[config.mk]
export PLATFORM = sky130hd
export DESIGN_NAME = fwd_hazard_ctrl
export DESIGN_NICKNAME = d
export VERILOG_FILES = /design/src/rtl/fwd_pkg.sv /design/src/rtl/fwd_operand_sel.sv /design/src/rtl/load_use_detect.sv /design/src/rtl/pipe_ctrl_gen.sv /design/src/rtl/fwd_hazard_ctrl.sv
export SDC_FILE = /design/constraint.sdc
export NUM_CORES = 1
export LEC_CHECK = 0
export ABC_AREA = 0
export BUFFER_PORTS_ARGS = -buffer_cell sky130_fd_sc_hd__buf_2
export CAP_MARGIN = 20
export CORE_AREA = 2 2 156 158
export DETAILED_ROUTE_END_ITERATION = 8
export DIE_AREA = 0 0 158 160
export PLACE_DENSITY_LB_ADDON = 0.05
export SLEW_MARGIN = 10
export SYNTH_ARGS = -nofsm -noshare
export SYNTH_HDL_FRONTEND = slang
export SYNTH_SLANG_ARGS = --single-unit
[constraint.sdc]
create_clock -name vclk -period 3
set_input_delay 0.3 -clock vclk [all_inputs]
set_output_delay 0.3 -clock vclk [all_outputs]
set_load 0.02 [all_outputs]
[src/rtl/fwd_pkg.sv]
package fwd_pkg;
    localparam int REG_ID_W = 4;
    localparam int DATA_W   = 64;
    localparam int NUM_SRC  = 2;

    typedef logic [REG_ID_W-1:0] reg_id_t;
    typedef logic [DATA_W-1:0]   word_t;

    localparam reg_id_t REG_NONE = '1;

    typedef struct packed {
        logic stall_fetch;
        logic stall_decode;
        logic bubble_execute;
    } pipe_ctrl_t;

    function automatic logic id_live(reg_id_t id);
        return id != REG_NONE;
    endfunction

    function automatic logic ids_hit(reg_id_t src, reg_id_t dst);
        return id_live(src) && id_live(dst) && (src == dst);
    endfunction
endpackage

[src/rtl/fwd_operand_sel.sv]
module fwd_operand_sel
    import fwd_pkg::*;
(
    input  reg_id_t src,
    input  word_t   rf_val,
    input  reg_id_t mem_dst,
    input  word_t   mem_val,
    input  reg_id_t wb_dst,
    input  word_t   wb_val,
    output word_t   operand
);
    always_comb begin
        if (!id_live(src))               operand = '0;
        else if (ids_hit(src, mem_dst))  operand = mem_val;
        else if (ids_hit(src, wb_dst))   operand = wb_val;
        else                             operand = rf_val;
    end
endmodule

[src/rtl/load_use_detect.sv]
module load_use_detect
    import fwd_pkg::*;
(
    input  reg_id_t srcs [NUM_SRC],
    input  reg_id_t ex_dst,
    output logic    hazard
);
    logic [NUM_SRC-1:0] hit;

    for (genvar i = 0; i < NUM_SRC; i++) begin : g_hit
        assign hit[i] = ids_hit(srcs[i], ex_dst);
    end

    assign hazard = |hit;
endmodule

[src/rtl/pipe_ctrl_gen.sv]
module pipe_ctrl_gen
    import fwd_pkg::*;
(
    input  logic       hazard,
    output pipe_ctrl_t ctrl
);
    always_comb begin
        ctrl                = '0;
        ctrl.stall_fetch    = hazard;
        ctrl.stall_decode   = hazard;
        ctrl.bubble_execute = hazard;
    end
endmodule

[src/rtl/fwd_hazard_ctrl.sv]
module fwd_hazard_ctrl
    import fwd_pkg::*;
(
    input  logic [REG_ID_W-1:0] dec_src_a,
    input  logic [REG_ID_W-1:0] dec_src_b,
    input  logic [DATA_W-1:0]   rf_data_a,
    input  logic [DATA_W-1:0]   rf_data_b,
    input  logic [REG_ID_W-1:0] ex_dst,
    input  logic [REG_ID_W-1:0] mem_dst,
    input  logic [DATA_W-1:0]   mem_load_val,
    input  logic [REG_ID_W-1:0] wb_dst,
    input  logic [DATA_W-1:0]   wb_val,
    output logic [DATA_W-1:0]   opnd_a,
    output logic [DATA_W-1:0]   opnd_b,
    output logic                stall_fetch,
    output logic                stall_decode,
    output logic                bubble_execute
);
    reg_id_t    srcs [NUM_SRC];
    word_t      rf   [NUM_SRC];
    word_t      opnd [NUM_SRC];
    logic       hazard;
    pipe_ctrl_t ctrl;

    assign srcs[0] = dec_src_a;
    assign srcs[1] = dec_src_b;
    assign rf[0]   = rf_data_a;
    assign rf[1]   = rf_data_b;

    for (genvar i = 0; i < NUM_SRC; i++) begin : g_opnd
        fwd_operand_sel u_sel (
            .src     (srcs[i]),
            .rf_val  (rf[i]),
            .mem_dst (mem_dst),
            .mem_val (mem_load_val),
            .wb_dst  (wb_dst),
            .wb_val  (wb_val),
            .operand (opnd[i])
        );
    end

    load_use_detect u_lud (
        .srcs   (srcs),
        .ex_dst (ex_dst),
        .hazard (hazard)
    );

    pipe_ctrl_gen u_ctrl (
        .hazard (hazard),
        .ctrl   (ctrl)
    );

    assign opnd_a         = opnd[0];
    assign opnd_b         = opnd[1];
    assign stall_fetch    = ctrl.stall_fetch;
    assign stall_decode   = ctrl.stall_decode;
    assign bubble_execute = ctrl.bubble_execute;
endmodule

# Word-level counts from Yosys, hierarchy flattened

Cells that the tools add are included.

Bits in registers: 0
Output and inout bits: 131
Word-level logic and storage cells: 30

Eq/ne operators: 11
Multiplexer cells: 6
Reductions and logical operators: 13

Operators with widths:

| cell                                          | count |
|---|---|
| two-way mux 64 bit                            | 6 |
| == test 4 bit                                 | 6 |
| inequality test 4 bit (second input constant) | 5 |
| logical AND 1 bit                             | 12 |
| OR reduction 2 bit                            | 1 |

# Longest topological paths before layout

Depth after elaboration: 6
Depth in mapped cells: 7
Depth with buffers taken out: 4

# Cells and area by module

Synthesis repeated with hierarchy kept, for this count alone.

Cell total of the unflattened synthesis: 678
Area, all modules: 4,848.4 µm²

By module, submodules not included:

| module          | times used | cells an instance | area each (µm²) | sequential area each (µm²) |
|---|---|---|---|---|
| fwd_operand_sel | 2          | 328               | 2,351.0         | 0.0 |
| load_use_detect | 1          | 19                | 123.9           | 0.0 |
| pipe_ctrl_gen   | 1          | 3                 | 22.5            | 0.0 |

# Worst setup path after synthesis

Ideal clock, no wire load.

Path type: in2out
Start point: input dec_src_a[2]
End point: output opnd_a[10]
Arrival time: 2,206 ps
Required time: 2,700 ps
Setup slack: 494 ps
Cell stages on the path: 7
Buffers on the path: 3
Path through: and4_1 > buf_2 > or4_1 > or2_1 > buf_6 > buf_6 > a311oi_1

Word-level cells in the longest chain between the ends: 6

RTL lines:

| element                        | RTL line              | RTL |
|---|---|---|
| start: declaration             | fwd_hazard_ctrl.sv:4  | `input logic [REG_ID_W-1:0] dec_src_a,` |
| inequality test 4 bit          | fwd_pkg.sv:18         | `return id != REG_NONE;` |
| logical AND 1 bit (2 in a row) | fwd_pkg.sv:22         | `return id_live(src) && id_live(dst) && (src == dst);` |
| two-way mux 64 bit             | fwd_operand_sel.sv:15 | `else if (ids_hit(src, wb_dst)) operand = wb_val;` |
| two-way mux 64 bit             | fwd_operand_sel.sv:14 | `else if (ids_hit(src, mem_dst)) operand = mem_val;` |
| two-way mux 64 bit (*)         | fwd_operand_sel.sv:13 | `if (!id_live(src)) operand = '0;` |
| end: declaration               | fwd_hazard_ctrl.sv:13 | `output logic [DATA_W-1:0] opnd_a,` |

Mark *: on every way between the ends. The rest lies on a longest branch, timed or not.

# Worst setup path in the final report

Start point: input dec_src_a[2]
End point: output opnd_a[5]

The elaborated chain is that of the path after synthesis.

==> flow_summary.toml <==
[outcome]
status = "completed"

[route]
drt_wl_total_mm = 29.4
drt_iter0_drc = 425
firstDrtPassIters = 4
drc = 0
antenna_left = 0
viasPerCell = 5.34
vias = 7079
wl_per_cell_um = 22.2

[power_and_ir_drop]
p_per_area_nw_per_um2 = 226
leakage_nw = 2.96
ir_drop_v = 0.0000690

[layout]
fin_util = 0.279
nClkBuffers = 0
regArea_um2 = 0
seq_cells = 0
final_cell_area_um2 = 6640
final_layout_size_suffix_gt1_frac = 0.450
layout.nets = 1272
area_growth_pct = 55.0

[timing]
finalSetupViolCount = 0
setup_ws_ns = 0.169
holdWs_ns = 0.988
rsz0062_at_grt = "no"
drv_slew = 0
fin_crit_sh = 0.944
max_freq_ghz = 0.353
fin_setup_tns_ns = 0
hold_viol = 0
min_period_ns = 2.83
tightest_slew_ns = 0.823
slew_headroom = 0.451

[floorplan]
num_rows = 57
start_util = 0.180
io_pins = 407
die_h_um = 160
coreArea_um2 = 23800
die-area_um2 = 25300
die_w_um = 158

[hold_path]
holdCritPathClass = "in2out"

[grt]
overflow = 0
antenna_found_initial = 8
grt_pass1_vias = 7264
grt_use_total = 0.214
grt_start_max_net_pins = 77
grt_pass1_wl_mm = 42.7

[placement]
dp_slack_ns = 0.162
gp_congestion = 0.842
io_buffer_count = 407
dpl-instance-area_um2 = 6620
dp_hpwl_mm = 21.3

[clock_network]
post-cts-setup-buffer-count = 0
cts_resized = 0
postCtsHoldBufs = 0

[setup_path]
critPathLaunch = "dec_src_a[2]"
crit_arrival_ns = 2.53
crit_type = "in2out"
endpoint = "opnd_a[5]"
crit_path_end_kind = "output port"
worst-path-max-fanout = 39
worstSetupStartpointType = "input port"
cp.required_ns = 2.70

[run]
drv_cap = 0

[synthesis]
yosysWarnings = 0
syn_area_um2 = 4280
synth.net_count = 947
synth.yosys.seq_area_share = 0
syn_avg_cell_area_um2 = 6.38
netlist_instances = 671
ys_types = 24
synth_stat cells:
library cell / number / area (um2)
xor2_1: 11 / 96.3
a311oi_1: 64 / 561
nor4_4: 1 / 21.3
o21ai_0: 64 / 320
and4_1: 3 / 26.3
buf_4: 2 / 15.0
buf_6: 7 / 78.8
and3_1: 64 / 400
a21oi_1: 2 / 10.0
o22ai_1: 1 / 6.26
or2_1: 2 / 12.5
xnor2_1: 11 / 96.3
or3_1: 64 / 400
clkbuf_1: 101 / 379
o311a_1: 64 / 641
nor2_1: 4 / 15.0
a21boi_0: 64 / 480
nand3_1: 66 / 330
nand4_1: 4 / 25.0
and2_1: 2 / 12.5
or4_1: 2 / 15.0
nor3_1: 66 / 330
buf_2: 1 / 5.00
buf_1: 1 / 3.75
cell type report:
type | count | area (um2)
diodes | 8 | 20.0
fillers | 2802 | 17200
repair buffers | 435 | 2360
multi-input cells | 559 | 3850
well taps | 324 | 405
how the worst min path moves through the flow:
stage | cells after the start | from | end | slack (ns)
final | 4 | rf_data_a[0] | opnd_a[0] | 0.99
after global routing | 4 | rf_data_a[50] | opnd_a[50] | 1.01
after CTS | 4 | rf_data_a[0] | opnd_a[0] | 0.99
after detailed placement | 4 | rf_data_a[0] | opnd_a[0] | 0.99
after global placement | 4 | rf_data_a[47] | opnd_a[47] | 0.99
after floorplan | 2 | wb_val[0] | opnd_a[0] | 0.84
metrics by stage:
step	cells	total power, mW
floorplan	671	0.851
global placement	1318	1.52
detailed placement	1318	1.50
CTS	1318	1.51
global route	1324	1.60
finish	1326	1.50
power by group:
part / switching [mW] / leakage [nW] / internal (mW)
Combinational: 0.948 / 2.96 / 0.552
Clock: 0 / 0.0000507 / 0.000000357
Sequential: 0 / 0 / 0
Total: 0.948 / 2.96 / 0.552
critical path, cell delays in order:
cell	delay (ns)
buf_2	0.15
and4_2	0.27
or4_2	0.67
or2_2	0.35
buf_12	0.19
a311oi_1	0.34
buf_2	0.24
kinds of logic after synthesis:
family	synth area share
and+or+nand+nor	0.371
AOI/OAI and AO/OA	0.471
buffers and inverters	0.113
xor gates and xnor gates	0.0450
cells in the final DEF (no fill, tap or decap), types with 11 or more instances in the layout:
master and n:
buf_2 407, nand3_1 66, a21boi_0 64, and3_1 64, or3_1 64, o311a_1 64
o21ai_0 64, nor3_1 64, a311oi_1 64, buf_4 19, xor2_1 11, xnor2_1 11
layer usage:
layer  vias up  wire (um)  GRT usage
li1       3364          -          -
met4         2        918     0.0680
met5         -         16          0
met1      3359      12100      0.264
met3        46       1930     0.0301
met2       308      14500      0.378
No activity file was read; power rests on OpenSTA's default activity.
